===== config.mk =====
export PLATFORM = sky130hd
export DESIGN_NAME = serial_add_core
export DESIGN_NICKNAME = d
export VERILOG_FILES = /design/src/rtl/sac_pkg.sv /design/src/rtl/sac_decode.sv /design/src/rtl/sac_seq.sv /design/src/rtl/sac_bit_alu.sv /design/src/rtl/sac_regfile.sv /design/src/rtl/serial_add_core.sv
export SDC_FILE = /design/constraint.sdc
export NUM_CORES = 2
export LEC_CHECK = 0
export BUFFER_PORTS_ARGS = -buffer_cell sky130_fd_sc_hd__buf_2
export CAP_MARGIN = 30
export CORE_UTILIZATION = 55
export CTS_CLUSTER_DIAMETER = 40
export CTS_CLUSTER_SIZE = 24
export DETAILED_ROUTE_END_ITERATION = 10
export GPL_TIMING_DRIVEN = 1
export PLACE_DENSITY_LB_ADDON = 0.12
export SLEW_MARGIN = 10
export SYNTH_ARGS = -nofsm -noshare
export SYNTH_HDL_FRONTEND = slang
export SYNTH_SLANG_ARGS = --single-unit
export TNS_END_PERCENT = 5

===== constraint.sdc =====
create_clock -name clk -period 4.5 [get_ports clk]
set_input_delay 0.9 -clock clk [delete_from_list [all_inputs] [get_ports clk]]
set_output_delay 0.9 -clock clk [all_outputs]
set_load 0.1 [all_outputs]

===== src/rtl/sac_pkg.sv =====
package sac_pkg;

    typedef enum logic [1:0] {
        ST_FETCH  = 2'd0,
        ST_WAIT   = 2'd1,
        ST_DECODE = 2'd2,
        ST_EXEC   = 2'd3
    } seq_state_e;

    localparam logic [6:0] OPC_IMM = 7'b0010011;
    localparam logic [6:0] OPC_REG = 7'b0110011;
    localparam logic [2:0] F3_ADD  = 3'b000;
    localparam logic [6:0] F7_ADD  = 7'b0000000;

    typedef struct packed {
        logic        ok;
        logic        use_imm;
        logic [4:0]  rd;
        logic [4:0]  rs1;
        logic [4:0]  rs2;
        logic [11:0] imm;
    } dec_t;

endpackage


===== src/rtl/sac_decode.sv =====
module sac_decode
    import sac_pkg::*;
(
    input  logic [31:0] inst,
    output dec_t        dec
);
    logic [6:0] opc;
    logic [2:0] f3;
    logic [6:0] f7;
    logic       is_imm;
    logic       is_reg;

    always_comb begin
        opc    = inst[6:0];
        f3     = inst[14:12];
        f7     = inst[31:25];
        is_imm = (opc == OPC_IMM) && (f3 == F3_ADD);
        is_reg = (opc == OPC_REG) && (f3 == F3_ADD) && (f7 == F7_ADD);

        dec.ok      = is_imm || is_reg;
        dec.use_imm = is_imm;
        dec.rd      = inst[11:7];
        dec.rs1     = inst[19:15];
        dec.rs2     = inst[24:20];
        dec.imm     = inst[31:20];
    end
endmodule


===== src/rtl/sac_seq.sv =====
module sac_seq
    import sac_pkg::*;
#(
    parameter int XLEN  = 32,
    parameter int PC_STEP = 4,
    localparam int CNT_W = $clog2(XLEN + 1)
) (
    input  logic             clk,
    input  logic             rst_n,
    input  logic [XLEN-1:0]  inst_in,
    input  logic             inst_vld,
    input  logic             dec_ok,
    output logic [XLEN-1:0]  pc,
    output logic             fetch,
    output logic [XLEN-1:0]  inst_q,
    output logic             carry_clr,
    output logic             exec_en,
    output logic [CNT_W-1:0] bit_idx
);
    localparam logic [CNT_W-1:0] LAST_BIT = CNT_W'(XLEN - 1);

    typedef struct packed {
        seq_state_e       st;
        logic [XLEN-1:0]  pc;
        logic [XLEN-1:0]  inst;
        logic [CNT_W-1:0] cnt;
    } seq_t;

    seq_t s_d;
    seq_t s_q;

    always_comb begin
        s_d = s_q;
        unique case (s_q.st)
            ST_FETCH: begin
                s_d.st = ST_WAIT;
            end
            ST_WAIT: begin
                if (inst_vld) begin
                    s_d.inst = inst_in;
                    s_d.st   = ST_DECODE;
                end
            end
            ST_DECODE: begin
                s_d.cnt = '0;
                if (dec_ok) begin
                    s_d.st = ST_EXEC;
                end else begin
                    s_d.pc = s_q.pc + XLEN'(PC_STEP);
                    s_d.st = ST_FETCH;
                end
            end
            ST_EXEC: begin
                s_d.cnt = s_q.cnt + 1'b1;
                if (s_q.cnt == LAST_BIT) begin
                    s_d.cnt = '0;
                    s_d.pc  = s_q.pc + XLEN'(PC_STEP);
                    s_d.st  = ST_FETCH;
                end
            end
            default: s_d.st = ST_FETCH;
        endcase
    end

    always_ff @(posedge clk) begin
        if (!rst_n) begin
            s_q.st   <= ST_FETCH;
            s_q.pc   <= '0;
            s_q.inst <= '0;
            s_q.cnt  <= '0;
        end else begin
            s_q <= s_d;
        end
    end

    assign pc        = s_q.pc;
    assign fetch     = (s_q.st == ST_FETCH);
    assign inst_q    = s_q.inst;
    assign carry_clr = (s_q.st == ST_DECODE);
    assign exec_en   = (s_q.st == ST_EXEC);
    assign bit_idx   = s_q.cnt;
endmodule


===== src/rtl/sac_bit_alu.sv =====
module sac_bit_alu (
    input  logic clk,
    input  logic rst_n,
    input  logic clr,
    input  logic en,
    input  logic a,
    input  logic b,
    output logic sum,
    output logic carry
);
    typedef struct packed {
        logic c;
    } alu_t;

    alu_t a_d;
    alu_t a_q;

    always_comb begin
        a_d = a_q;
        sum = a ^ b ^ a_q.c;
        if (clr) begin
            a_d.c = 1'b0;
        end else if (en) begin
            a_d.c = (a & b) | (a & a_q.c) | (b & a_q.c);
        end
    end

    always_ff @(posedge clk) begin
        if (!rst_n) begin
            a_q.c <= 1'b0;
        end else begin
            a_q <= a_d;
        end
    end

    assign carry = a_q.c;
endmodule


===== src/rtl/sac_regfile.sv =====
module sac_regfile #(
    parameter int XLEN = 32,
    parameter int NREG = 32,
    localparam int AW  = $clog2(NREG)
) (
    input  logic            clk,
    input  logic            rst_n,
    input  logic            shift_en,
    input  logic [AW-1:0]   rs1,
    input  logic [AW-1:0]   rs2,
    input  logic [AW-1:0]   rd,
    input  logic            wbit,
    output logic            rs1_bit,
    output logic            rs2_bit,
    input  logic [AW-1:0]   rsel,
    output logic [XLEN-1:0] rdata
);
    logic [XLEN-1:0] r_d [NREG];
    logic [XLEN-1:0] r_q [NREG];

    always_comb begin
        for (int i = 0; i < NREG; i++) begin
            r_d[i] = r_q[i];
            if (shift_en && (i != 0)) begin
                if (AW'(i) == rd) begin
                    r_d[i] = {wbit, r_q[i][XLEN-1:1]};
                end else if ((AW'(i) == rs1) || (AW'(i) == rs2)) begin
                    r_d[i] = {r_q[i][0], r_q[i][XLEN-1:1]};
                end
            end
        end
        r_d[0] = '0;
    end

    always_ff @(posedge clk) begin
        if (!rst_n) begin
            for (int i = 0; i < NREG; i++) begin
                r_q[i] <= '0;
            end
        end else begin
            for (int i = 0; i < NREG; i++) begin
                r_q[i] <= r_d[i];
            end
        end
    end

    assign rs1_bit = r_q[rs1][0];
    assign rs2_bit = r_q[rs2][0];
    assign rdata   = r_q[rsel];
endmodule


===== src/rtl/serial_add_core.sv =====
module serial_add_core
    import sac_pkg::*;
#(
    parameter int XLEN  = 32,
    parameter int NREG  = 32,
    parameter int IMM_W = 12,
    localparam int AW    = $clog2(NREG),
    localparam int CNT_W = $clog2(XLEN + 1),
    localparam int IMM_IW = $clog2(IMM_W)
) (
    input  logic            clk,
    input  logic            rst_n,
    output logic [XLEN-1:0] ibus_addr,
    output logic            ibus_addr_vld,
    input  logic [XLEN-1:0] ibus_inst,
    input  logic            ibus_inst_vld,
    input  logic [AW-1:0]   dbg_sel,
    output logic [XLEN-1:0] dbg_data
);
    logic [XLEN-1:0]  inst_q;
    logic             carry_clr;
    logic             exec_en;
    logic [CNT_W-1:0] bit_idx;
    dec_t             dec;
    logic             rs1_bit;
    logic             rs2_bit;
    logic             imm_bit;
    logic             opb_bit;
    logic             sum_bit;
    logic             carry_q;

    sac_seq #(.XLEN(XLEN)) i_seq (
        .clk       (clk),
        .rst_n     (rst_n),
        .inst_in   (ibus_inst),
        .inst_vld  (ibus_inst_vld),
        .dec_ok    (dec.ok),
        .pc        (ibus_addr),
        .fetch     (ibus_addr_vld),
        .inst_q    (inst_q),
        .carry_clr (carry_clr),
        .exec_en   (exec_en),
        .bit_idx   (bit_idx)
    );

    sac_decode i_dec (
        .inst (inst_q),
        .dec  (dec)
    );

    // Serial immediate: positions above the top field bit repeat the sign bit.
    always_comb begin
        if (bit_idx < CNT_W'(IMM_W)) begin
            imm_bit = dec.imm[bit_idx[IMM_IW-1:0]];
        end else begin
            imm_bit = dec.imm[IMM_W-1];
        end
        opb_bit = dec.use_imm ? imm_bit : rs2_bit;
    end

    sac_bit_alu i_alu (
        .clk   (clk),
        .rst_n (rst_n),
        .clr   (carry_clr),
        .en    (exec_en),
        .a     (rs1_bit),
        .b     (opb_bit),
        .sum   (sum_bit),
        .carry (carry_q)
    );

    sac_regfile #(.XLEN(XLEN), .NREG(NREG)) i_rf (
        .clk      (clk),
        .rst_n    (rst_n),
        .shift_en (exec_en),
        .rs1      (dec.rs1[AW-1:0]),
        .rs2      (dec.rs2[AW-1:0]),
        .rd       (dec.rd[AW-1:0]),
        .wbit     (sum_bit),
        .rs1_bit  (rs1_bit),
        .rs2_bit  (rs2_bit),
        .rsel     (dbg_sel),
        .rdata    (dbg_data)
    );
endmodule


==> out/results.txt <==
DRC errors left: 0
Die Wd: 294.4 um
Slew Limit Fails: 0
Detail Route Antenna Nets: 0
Worst-Skew Late Latency: 0.75 ns
Die area: 86670 um2
Top FF cell, synth: dfxtp_1
First-pass iteration count of the detailed router: 6
Vias per cell: 6.090
Worst path slowest cell: mux4_2
H-tree levels: 4
Core area: 84090 um2
Cts bufs inserted: 139
Worst path max stage delay: 0.52 ns
Slew margin rel.: 34.82%
Top Family by Delay on Critical Path: multiplexers
Period utilization: 94.99%
Pin count of the biggest net entering global routing: 145
Critical Path Fanout Max: 50
Leak pwr: 0.02009 uW
Post-synthesis async set-or-reset flop share: 0%
Final setup TNS: 0 ns
CP bufs+invs: 3
Worst Setup End Kind: output pin
Clk slew on worst S/H paths: 0.06 ns
Worst-margin pin slew: 0.9740 ns
Clock Tree Buf Depth: 3
Power per cell area: 410.5 nW/um2
Yosys reg bits: 1073
Max VDD drop: 368.5 uV
Crit-path most repeated cell: mux4_2
Kind of critical path: primary input to output pin
Count of input and output buffers: 102
Hold Crit Class: primary input to flip-flop
Status: finished clean
WL final: 147000 um
Cell count after placement: 5996
Min Tclk post-route: 4.275 ns
Die H: 294.4 um
IO Pins: 105
Setup Fix Bufs, Post-CTS: 0
Post-synth EDFFs: 0
DR WL/cell: 23.52 um
Std cell rows: 106
Initial antenna violation count: 3
CTS Root Cell: clkbuf_16
CTS Sinks: 1073
Total GRT Usage: 33.85%
DP Wirelength: 96050 um
First-pass GRT wire length: 223700 um
Synth warnings: 0
Share of post-route cells with drive strength above 1: 17.29%
# nets final: 5048
Routability Congestion: 0.9078
Worst Skew: 0.03917 ns
Mapped Area: 47020 um2
Number of global-route vias before repair: 36030
Final setup violation count: 0
Crit-path cells: buf_8, buf_12, mux4_2, mux4_2, mux2_2, buf_2
Startpoint class of the critical path: primary input
Worst Path Required: 3.60 ns
Post-Layout Cell Count: 6249
Final Power: 21970 uW
Most frequent cells in the layout: nand2_1 (1444), dfxtp_1 (1073), a21oi_1 (743), nor2_1 (358), mux2i_1 (318)
CTS Hold Bufs: 0
Final Util: 63.66%
Fin area: 53530 um2
Starting density of the core: 55.92%
Synth unique cells: 55
Syn_area_per_cell: 9.256 um2
Unrepaired setup endpoints after global routing: false
F_max: 233.9 MHz
PostCTS Resize Cnt: 0
Gate Count Post-Synth: 5080
Synth-to-layout area growth: 13.83%
CTS tree: yes
Seq/Total Area, Yosys: 45.68%
CP arrival: 3.37 ns
Placed Area: 48550 um2
GR Overflow Total: 0
Max cap viols: 0
Iter 0 DRT Violations: 4047
Most common cell after layout, fill and taps aside: nand2_1
Fin. Hold Viols: 0
Total number of vias: 38060
## kinds of logic after synthesis
logic type,Yosys count,share of synthesized area [%]
xor gates and xnor gates,1,0.01863
DFF,1073,45.68
buffers and inverters,445,4.172
and+or+nand+nor,1925,16.09
AOI/OAI and AO/OA,940,10.88
other,1,0.007975
adders and majority gates,3,0.09578
muxes,692,23.05
## metrics by stage
step,setup slack [ns],hold slack (ns)
6_report,0.2255,0.4138
5_1_grt,0.1950,0.4090
4_1_cts,0.2458,0.3761
3_5_place_dp,0.2545,0.4475
3_3_place_gp,0.2765,0.4394
2_1_floorplan,0.6494,0.4315
## registers in the layout, indices dropped and copies added (netlist names), named ones only
register       count
i_seq.s_q          2
i_alu.carry        1
i_rf.r_q         992
i_seq.bit_idx      6
i_seq.inst_q      32
i_seq.pc          30
## cells in the mapped netlist, types with 2 or more instances
cell | instances | area [um2]
and4_1 | 2 | 17.52
o31ai_1 | 14 | 105.1
o21ai_1 | 32 | 160.2
o211ai_1 | 24 | 180.2
nor2_1 | 359 | 1348
ha_1 | 2 | 25.02
or4_1 | 13 | 97.59
nand3b_1 | 11 | 82.58
or3b_2 | 8 | 70.07
nand3_1 | 18 | 90.09
buf_6 | 3 | 33.78
mux4_2 | 306 | 6892
and3_1 | 2 | 12.51
inv_1 | 13 | 48.80
a22o_1 | 32 | 280.3
a31oi_1 | 3 | 18.77
nand2_1 | 1444 | 5420
a211o_1 | 11 | 96.34
nor2b_1 | 7 | 43.79
mux2i_1 | 318 | 3183
o21ai_0 | 16 | 80.08
or3_1 | 16 | 100.1
o22ai_1 | 35 | 219.0
o21a_1 | 21 | 157.7
dfxtp_1 | 1073 | 21480
nor4b_1 | 2 | 17.52
clkbuf_1 | 239 | 897.1
buf_2 | 98 | 490.5
or2_2 | 4 | 25.02
nor3b_1 | 2 | 15.01
and2_1 | 4 | 25.02
nand2b_1 | 9 | 56.30
nand4_1 | 6 | 37.54
mux2_2 | 68 | 765.7
a21oi_1 | 743 | 3719
nor3_1 | 14 | 70.07
buf_4 | 39 | 292.8
buf_1 | 52 | 195.2
## layout make-up
type / count / area (um2)
fill: 6982 / 30560
sequential: 1073 / 21480
multi-input combinational: 3563 / 23840
clock inverter: 85 / 1132
tap: 1134 / 1419
inverter: 14 / 60.06
antenna: 1 / 2.502
clock buffer: 165 / 3801
timing repair buffer: 214 / 1792
## report_power, final
part,internal [uW],switching (uW),total (uW)
clock,7140,4580,11700
sequential,9520,39.0,9560
combinational,230,457,687
## routing by layer
metal  vias to the layer above  track usage, %  share of wire (%)
li1                      17460               -                  -
met1                     18430           45.90                 42
met2                      1822           51.67                 45
met3                       353           7.639                9.2
met4                         0           15.14                4.4
met5                         -               0                  0
## worst paths after layout
| kind | from | to | slack (ns) | cells after the start |
|---|---|---|---|---|
| worst min-delay path | ibus_inst[0] | i_seq.inst_q[0] | 0.41 | 3 |
| worst max register to register | flip-flop | i_rf.r_q[11][31] | 1.19 | 8 |
| worst max-delay path | dbg_sel[1] | dbg_data[24] | 0.23 | 6 |
| worst min register to register | i_seq.inst_q[4] | i_seq.inst_q[4] | 0.46 | 2 |
## worst min-delay path: cells and delay by family
family,cells,cell delay [ns]
buffers and inverters,1,0.09
AND/OR/NAND/NOR,1,0.04
AO/OA/AOI/OAI,1,0.05
Power figures use the tool's default switching activity.
